[config.mk]
export PLATFORM = sky130hd
export DESIGN_NAME = xirq_unit
export DESIGN_NICKNAME = d
export VERILOG_FILES = /design/src/rtl/xirq_pkg.sv /design/src/rtl/xirq_sync.sv /design/src/rtl/xirq_edge.sv /design/src/rtl/xirq_regs.sv /design/src/rtl/xirq_unit.sv
export SDC_FILE = /design/constraint.sdc
export NUM_CORES = 1
export LEC_CHECK = 0
export ABC_AREA = 1
export BUFFER_PORTS_ARGS = -buffer_cell sky130_fd_sc_hd__buf_2
export CORE_MARGIN = 3
export CORE_UTILIZATION = 30
export DETAILED_ROUTE_END_ITERATION = 8
export HOLD_SLACK_MARGIN = 0.03
export PLACE_DENSITY_LB_ADDON = 0.3
export SLEW_MARGIN = 15
export SYNTH_ARGS = -nofsm -noshare
export SYNTH_HDL_FRONTEND = slang
export SYNTH_HIERARCHICAL = 1
export SYNTH_SLANG_ARGS = --single-unit
[constraint.sdc]
create_clock -name clk_i -period 1.16 [get_ports clk_i]
set_clock_uncertainty 0.05 [all_clocks]
set_input_delay 0.232 -clock clk_i [delete_from_list [all_inputs] [get_ports clk_i]]
set_output_delay 0.232 -clock clk_i [all_outputs]
set_load 0.005 [all_outputs]
[src/rtl/xirq_pkg.sv]
package xirq_pkg;
  localparam int unsigned XIRQ_CH = 2;
  localparam int unsigned CH_W    = 4;
  localparam int unsigned SFR_W   = 8;
  localparam logic [7:0]  XIRQ_ADDR = 8'hC0;

  // bit position of each field inside a channel nibble
  localparam int unsigned POS_TRIG = 0;
  localparam int unsigned POS_PEND = 1;
  localparam int unsigned POS_EN   = 2;
  localparam int unsigned POS_PRIO = 3;

  typedef struct packed {
    logic prio;
    logic en;
    logic pend;
    logic trig;
  } ch_ctl_t;
endpackage

[src/rtl/xirq_sync.sv]
module xirq_sync #(
  parameter int unsigned W = 2
) (
  input  logic         clk_i,
  input  logic         rst_ni,
  input  logic [W-1:0] d_i,
  output logic [W-1:0] q_o
);
  logic [W-1:0] meta_q, stab_q;

  // idle level of an active-low line is high
  always_ff @(posedge clk_i or negedge rst_ni) begin
    if (!rst_ni) begin
      meta_q <= '1;
      stab_q <= '1;
    end else begin
      meta_q <= d_i;
      stab_q <= meta_q;
    end
  end

  assign q_o = stab_q;
endmodule

[src/rtl/xirq_edge.sv]
module xirq_edge (
  input  logic clk_i,
  input  logic rst_ni,
  input  logic tick_i,
  input  logic lvl_ni,
  output logic fall_o
);
  logic samp_q;

  always_ff @(posedge clk_i or negedge rst_ni) begin
    if (!rst_ni)     samp_q <= 1'b1;
    else if (tick_i) samp_q <= lvl_ni;
  end

  // high at previous strobe, low at this one
  assign fall_o = tick_i & samp_q & ~lvl_ni;
endmodule

[src/rtl/xirq_regs.sv]
module xirq_regs
  import xirq_pkg::*;
#(
  parameter int unsigned N_CH = XIRQ_CH,
  parameter logic [7:0]  ADDR = XIRQ_ADDR
) (
  input  logic                    clk_i,
  input  logic                    rst_ni,
  input  logic [7:0]              sfr_addr_i,
  input  logic                    sfr_wr_i,
  input  logic [SFR_W-1:0]        sfr_wdata_i,
  input  logic                    sfr_bwr_i,
  input  logic [7:0]              sfr_baddr_i,
  input  logic                    sfr_bval_i,
  input  logic [N_CH-1:0]         hw_set_i,
  input  logic [N_CH-1:0]         hw_clr_i,
  output ch_ctl_t [N_CH-1:0]      ctl_o,
  output logic [SFR_W-1:0]        rdata_o,
  output logic                    sw_wr_o
);
  localparam int unsigned REG_W = N_CH * CH_W;
  localparam int unsigned IDX_W = $clog2(SFR_W);

  if (REG_W != SFR_W) begin : g_bad_width
    $error("xirq_regs: channel count must fill one SFR byte");
  end

  logic [REG_W-1:0] reg_q, reg_d;
  logic             byte_hit, bit_hit;
  logic [IDX_W-1:0] bit_idx;

  assign byte_hit = sfr_wr_i && (sfr_addr_i == ADDR);
  assign bit_hit  = sfr_bwr_i && (sfr_baddr_i[7:IDX_W] == ADDR[7:IDX_W]);
  assign bit_idx  = sfr_baddr_i[IDX_W-1:0];
  assign sw_wr_o  = byte_hit | bit_hit;

  // software first, then ack clear, then hardware set wins
  always_comb begin
    reg_d = reg_q;
    if (byte_hit) reg_d = sfr_wdata_i[REG_W-1:0];
    if (bit_hit)  reg_d[bit_idx] = sfr_bval_i;
    for (int k = 0; k < int'(N_CH); k++) begin
      if (hw_clr_i[k]) reg_d[k*CH_W + POS_PEND] = 1'b0;
      if (hw_set_i[k]) reg_d[k*CH_W + POS_PEND] = 1'b1;
    end
  end

  always_ff @(posedge clk_i or negedge rst_ni) begin
    if (!rst_ni) reg_q <= '0;
    else         reg_q <= reg_d;
  end

  assign ctl_o   = reg_q;
  assign rdata_o = (sfr_addr_i == ADDR) ? SFR_W'(reg_q) : '0;


  byte_wr_chk: assert property (@(posedge clk_i) disable iff (!rst_ni)
    byte_hit && !bit_hit && hw_set_i == '0 && hw_clr_i == '0
    |=> rdata_o == $past(sfr_wdata_i) || sfr_addr_i != ADDR);


  bit_wr_chk: assert property (@(posedge clk_i) disable iff (!rst_ni)
    bit_hit && hw_set_i == '0 && hw_clr_i == '0
    |=> reg_q[$past(bit_idx)] == $past(sfr_bval_i));
endmodule

[src/rtl/xirq_unit.sv]
module xirq_unit
  import xirq_pkg::*;
#(
  parameter int unsigned N_CH     = XIRQ_CH,
  parameter logic [7:0]  SFR_ADDR = XIRQ_ADDR
) (
  input  logic              clk_i,
  input  logic              rst_ni,
  input  logic              mc_tick_i,
  input  logic [N_CH-1:0]   irq_ni,
  input  logic [7:0]        sfr_addr_i,
  input  logic              sfr_wr_i,
  input  logic [SFR_W-1:0]  sfr_wdata_i,
  input  logic              sfr_bwr_i,
  input  logic [7:0]        sfr_baddr_i,
  input  logic              sfr_bval_i,
  output logic [SFR_W-1:0]  sfr_rdata_o,
  input  logic [N_CH-1:0]   ack_i,
  output logic [N_CH-1:0]   req_o,
  output logic [N_CH-1:0]   req_hi_o
);
  logic [N_CH-1:0]    irq_sync_n, fall, hw_set, hw_clr;
  ch_ctl_t [N_CH-1:0] ctl;
  logic               sw_wr;

  xirq_sync #(.W(N_CH)) i_sync (
    .clk_i (clk_i),
    .rst_ni(rst_ni),
    .d_i   (irq_ni),
    .q_o   (irq_sync_n)
  );

  xirq_regs #(.N_CH(N_CH), .ADDR(SFR_ADDR)) i_regs (
    .clk_i      (clk_i),
    .rst_ni     (rst_ni),
    .sfr_addr_i (sfr_addr_i),
    .sfr_wr_i   (sfr_wr_i),
    .sfr_wdata_i(sfr_wdata_i),
    .sfr_bwr_i  (sfr_bwr_i),
    .sfr_baddr_i(sfr_baddr_i),
    .sfr_bval_i (sfr_bval_i),
    .hw_set_i   (hw_set),
    .hw_clr_i   (hw_clr),
    .ctl_o      (ctl),
    .rdata_o    (sfr_rdata_o),
    .sw_wr_o    (sw_wr)
  );

  for (genvar ch = 0; ch < int'(N_CH); ch++) begin : g_ch
    xirq_edge i_edge (
      .clk_i (clk_i),
      .rst_ni(rst_ni),
      .tick_i(mc_tick_i),
      .lvl_ni(irq_sync_n[ch]),
      .fall_o(fall[ch])
    );

    // pending flag is hardware-managed only in edge mode
    assign hw_set[ch]   = fall[ch]  & ctl[ch].trig;
    assign hw_clr[ch]   = ack_i[ch] & ctl[ch].trig;
    assign req_o[ch]    = ctl[ch].en & (ctl[ch].trig ? ctl[ch].pend : ~irq_sync_n[ch]);
    assign req_hi_o[ch] = req_o[ch] & ctl[ch].prio;


    edge_pend_chk: assert property (@(posedge clk_i) disable iff (!rst_ni)
      fall[ch] && ctl[ch].trig |=> ctl[ch].pend);


    ack_clr_chk: assert property (@(posedge clk_i) disable iff (!rst_ni)
      ack_i[ch] && ctl[ch].trig && !fall[ch] && !sw_wr |=> !ctl[ch].pend);


    lvl_hold_chk: assert property (@(posedge clk_i) disable iff (!rst_ni)
      !ctl[ch].trig && !sw_wr |=> $stable(ctl[ch].pend));


    req_en_chk: assert property (@(posedge clk_i) disable iff (!rst_ni)
      req_o[ch] |-> ctl[ch].en);


    req_hi_chk: assert property (@(posedge clk_i) disable iff (!rst_ni)
      req_hi_o[ch] |-> req_o[ch] && ctl[ch].prio);
  end
endmodule

-- After elaboration in Yosys (flattened, before gate mapping)
Cells that the tools add are included.
- register bits after elaboration: 14
- output and inout bits: 12
- memories kept: 0
- word-level logic and storage cells: 38
- input port bits: 34
- bits in read-only memories: 0
- latch bits: 0
- RAM bits: 0
- shift operators: 0
- equal/unequal tests: 2
- add/sub/neg operators: 0
- $lt $le $gt $ge: 2
- multiplexer cells: 12
- bitwise operators: 14
- multipliers: 0
- div/mod/pow operators: 0
- reductions and logical operators: 3
- operator list (operator ; count):
    two-way mux 8 bit ; 3
    AND 1 bit ; 12
    bitwise mux 8 bit ; 1
    equality test 8 bit (second input constant) ; 1
    two-way mux 1 bit ; 7
    equality test 5 bit (second input constant) ; 1
    < comparator 3 x 4 -> 1 bit (second input constant) ; 1
    demux 1 bit (select 3 bit) ; 1
    greater-or-equal comparator 3 x 1 -> 1 bit (second input constant) ; 1
    logical AND 1 bit ; 3
    inverter 1 bit ; 2

-- Depth between registers and ports, before layout
- depth in word-level cells: 8
- mapped depth: 9
- mapped depth without buffers: 9

-- Modules after synthesis
The synthesis kept the hierarchy.
- modules (own cells, without submodules) (module ; sequential area each (µm²) ; cells an instance ; times used ; area an instance (µm²)):
    xirq_regs ; 200.2 ; 111 ; 1 ; 673.1
    xirq_unit ; 0.0 ; 24 ; 1 ; 107.6
    xirq_sync ; 105.1 ; 4 ; 1 ; 105.1
    xirq_edge ; 26.3 ; 7 ; 2 ; 48.8

-- Least setup slack after synthesis
No wires, ideal clock.
- path type: input port to output port
- start point: input port sfr_addr_i[3]
- end point: output port sfr_rdata_o[0]
- path slack: 48 ps
- required time: 878 ps
- data arrival time: 830 ps
- buffers on the path: 0
- stages on the path: 5
- path through: nor2_2 nand2_2 nor2_8 inv_1 nor2_1
- word-level cells in the longest chain between the ends: 2
- RTL lines (what ; RTL line ; text):
    start, declared ; xirq_unit.sv:11 ; input logic [7:0] sfr_addr_i,
    equality test 8 bit ; xirq_regs.sv:54 ; assign rdata_o = (sfr_addr_i == ADDR) ? SFR_W'(reg_q) : '0;
    two-way mux 8 bit ; xirq_regs.sv:54 ;
    end, declared ; xirq_unit.sv:17 ; output logic [SFR_W-1:0] sfr_rdata_o,
Every way passes these cells.

-- Worst setup path after layout
- start point: register i_sync.stab_q[0] (netlist: i_sync/q_o[0])
- end point: output port req_o[0]
- word-level cells in the longest chain between the ends: 3
- RTL lines (what ; RTL line ; text):
    start, declared ; xirq_sync.sv:9 ; logic [W-1:0] meta_q, stab_q;
    start signal, assigned ; xirq_sync.sv:18 ; stab_q <= meta_q;
    inverter 1 bit ; xirq_unit.sv:61 ; assign req_o[ch] = ctl[ch].en & (ctl[ch].trig ? ctl[ch].pend : ~irq_sync_n[ch]);
    two-way mux 1 bit ; xirq_unit.sv:61 ;
    AND 1 bit ; xirq_unit.sv:61 ;
    end, declared ; xirq_unit.sv:19 ; output logic [N_CH-1:0] req_o,
Every way passes these cells.

==> results by stage <==
Logic synthesis:
- The number of nets in the synthesized netlist is 186.
- The post-synthesis instance total is 152.
- The number of warning messages in the yosys log is 6.
- The mapped netlist covers 980 sq um.
- Each instance of the synthesized netlist takes up on average 6.45 sq um.

Clocking:
- After clock tree synthesis, the clock-pin slew on the worst setup and hold paths is 0.08 ns.
- The H-tree depth is 1.
- The maximum count of clock buffers along a single path is 2.
- The tree built by TritonCTS fans out to 14 sinks.
- The clock tree from TritonCTS is yes.
- The root cell of the clock tree is sky130_fd_sc_hd__clkbuf_4.
- In this run, CTS created clock tree buffers numbering 3.
- At the later pin of the worst-skew pair, clock insertion delay measures 0.27 ns.

Floorplanning:
- From left edge to right edge, the die measures 63.1 um.
- The die is 63.1 um tall.
- The cell row count is 20.
- For this configuration, the core starts out at a cell density of 0.318.
- The die covers 0.00399 sq mm.
- The core region area is 0.00308 sq mm.
- During I/O placement, the number of pins put on the boundary was 46.

STA:
- The count of pins over their slew limit is 0.
- The setup-violating endpoint count in the final report is 12.
- The maximum clock frequency is 723 MHz.
- Counting I/O delays and the setup requirement, the final critical path takes 1.38 ns.
- Setup repair after global routing could not meet its margin everywhere.
- The slew of the pin with the lowest slew margin is 0.305 ns.
- In the post-route analysis, the smallest setup slack over all paths is -0.224 ns.
- The normalized max-slew margin is 0.797.
- The final number of hold-violating endpoints is 0.
- In the finished design, the share of the clock period the worst path needs comes to 1.19.

Critical path:
- The startpoint class of the critical path is a flip-flop.
- STA classifies the critical path endpoint as an output port.
- The required time of the worst setup path is 0.88 ns.
- The buffer and inverter count on the worst path is 2.
- The master of the slowest instance on the critical path is sky130_fd_sc_hd__dfstp_2.
- STA puts the critical path data arrival time at 1.10 ns.
- In this design, the stage delay of the slowest critical-path cell is 0.55 ns.
- The worst register-to-register path has a depth of 6.
- The instance count on the critical path is 4.
- Along the worst path, the maximum fanout reaches 2.
- Grouping stages by cell kind, the critical path spends the most delay in flip-flops.
- Walking the worst path, the cells encountered are nand2_2, nand3_2, inv_1, buf_2.
- The worst setup path is of the flip-flop to output port kind.

Routing:
- The routed wire length per instance is 9.94 um.
- For this run, design rule violations remaining after detail routing come to 0.
- The total iterations of the first detailed-routing run is 4.
- Once detail routing completed, the nets flagged for antenna violations numbered 0.
- Wires add up to 2.62 mm.
- Across all layers, the routed design uses 1089 vias.
- After detailed routing, the number of vias per cell comes to 4.13.
- The number of violations reported at the end of detailed-routing iteration 0 is 42.

Finish:
- The layout overhead on the synthesized area is 54.3%.
- The number of antenna diodes is 0.
- The number of filler instances in the final layout is 329.
- Of the cells placed in the final design, the portion with a size suffix greater than 1 is 0.455.
- The sequential cells in the finished layout cover a total of 359 sq um.
- The net count reported at finish is 255.
- The multi-input combinational cells in the finished layout cover a total of 505 sq um.
- The non-filler instance count after layout is 264.

Run status:
- The flow ran to the end, but the final reports show violations.
- The checks that failed: negative setup slack.

GRT:
- Entering global routing, the biggest net connects 15 pins.
- The global-route usage over all layers is 0.133.
- The number of antenna violations at the first check in global routing is 0.
- The first global-routing pass estimated 4.40 mm of wire.
- The number of global-route vias before repair is 1043.
- The aggregate global routing overflow is 0.

Power:
- The worst-case IR drop observed on VDD is 0.000271 V.
- For this design the static power due to leakage is 0.889 nW.
- The total power divided by cell area is 920 mW/mm^2.
- The overall power of the completed layout is 0.00139 W.

Placement:
- The number of placed cells counting well taps is 246.
- The detailed-placement wirelength estimate is 1.94 mm.
- Input and output buffers added on the ports amount to 45.
- The final weighted congestion in routability-driven placement is 0.799.

Worst hold path:
- The class of the tightest hold or removal check is input pin to flip-flop.
- The number of cells on the worst hold path is 3.

Flow run:
- Max-cap violations in this run came to 0.
-- report_power, final --
| group | switching (W) | internal, W |
|---|---|---|
| Combinational | 0.000201 | 0.000224 |
| Sequential | 0.0000548 | 0.000557 |
| Clock | 0.000163 | 0.000191 |
-- worst paths after layout --
| kind | from | endpoint | slack (ns) |
|---|---|---|---|
| setup reg to reg | i_regs/ctl_o[4] | i_regs/ctl_o[4] | 0.08 |
| hold reg to reg | i_sync/meta_q[0] | i_sync/q_o[0] | 0.31 |
| min in group asynchronous | rst_ni | i_regs/ctl_o[1] | 0.31 |
| hold / removal | mc_tick_i | g_ch[0].i_edge/samp_q | 0.14 |
| setup / recovery | i_sync/q_o[0] | req_o[0] | -0.22 |
| max in group asynchronous | rst_ni | g_ch[0].i_edge/samp_q | 0.46 |
-- worst min-delay path, stage by stage --
cell	delay (ns)
sky130_fd_sc_hd__buf_2	0.13
sky130_fd_sc_hd__nand2_1	0.06
sky130_fd_sc_hd__nand2_1	0.05
-- cells in the final DEF (no fill, tap or decap) --
cell type and instances:
sky130_fd_sc_hd__buf_2 42, sky130_fd_sc_hd__nand2_1 41, sky130_fd_sc_hd__inv_1 31, sky130_fd_sc_hd__nand3_1 18, sky130_fd_sc_hd__nor2_1 16, sky130_fd_sc_hd__buf_4 15, sky130_fd_sc_hd__nor2_2 8, sky130_fd_sc_hd__nand2_2 7
sky130_fd_sc_hd__dfrtp_1 7, sky130_fd_sc_hd__dfstp_2 6, sky130_fd_sc_hd__inv_2 4, sky130_fd_sc_hd__buf_6 4, sky130_fd_sc_hd__clkbuf_4 3, sky130_fd_sc_hd__dlygate4sd3_1 3, sky130_fd_sc_hd__nand3_2 2, sky130_fd_sc_hd__nor2_4 2
sky130_fd_sc_hd__nand2_4 2, sky130_fd_sc_hd__o21ai_1 2, sky130_fd_sc_hd__nand4_1 2, sky130_fd_sc_hd__clkbuf_8 1, sky130_fd_sc_hd__nor2_8 1, sky130_fd_sc_hd__inv_4 1, sky130_fd_sc_hd__dfrtp_2 1, sky130_fd_sc_hd__buf_12 1
-- registers in the layout (all words and copies together) (netlist names) --
register / cells
i_regs/ctl_o: 8
g_ch.i_edge/samp_q: 2
i_sync/meta_q: 2
i_sync/q_o: 2
-- repair_timing --
item                                    in CTS  in global routing
pin swaps                                   15                  1
setup buffers                                7                  4
endpoints found under the setup margin      12                 14
endpoints found under the hold margin       10                  0
resized for setup                           10                 12
hold buffers                                 3                  0
-- metrics by stage --
stage / setup WS, ns / instance area (sq um) / TNS, ns / utilization / hold WS [ns]
6_report: -0.224 / 1510 / -1.42 / 0.491 / 0.144
5_1_grt: -0.292 / 1510 / -2.17 / 0.491 / 0.159
4_1_cts: -0.238 / 1460 / -1.25 / 0.475 / 0.142
3_5_place_dp: -0.137 / 1300 / -1.93 / 0.424 / 0.0897
3_3_place_gp: -0.130 / 1300 / -1.74 / 0.424 / 0.0931
2_1_floorplan: 0.0485 / 980 / 0 / - / -0.114
-- area by class of cell --
class,instances,area share
clock buffer,4,0.0240
inverter,36,0.0911
multi-input combinational,101,0.334
sequential,14,0.238
tap,44,0.0364
timing repair buffer,65,0.276
-- metal layers --
metal,track usage,vias up,share of wire
met5,0,-,0
met4,0.0413,0,0
met3,0.0160,0,0.058
met2,0.227,30,0.52
met1,0.175,475,0.42
li1,-,584,-
Power figures use the tool's default switching activity.
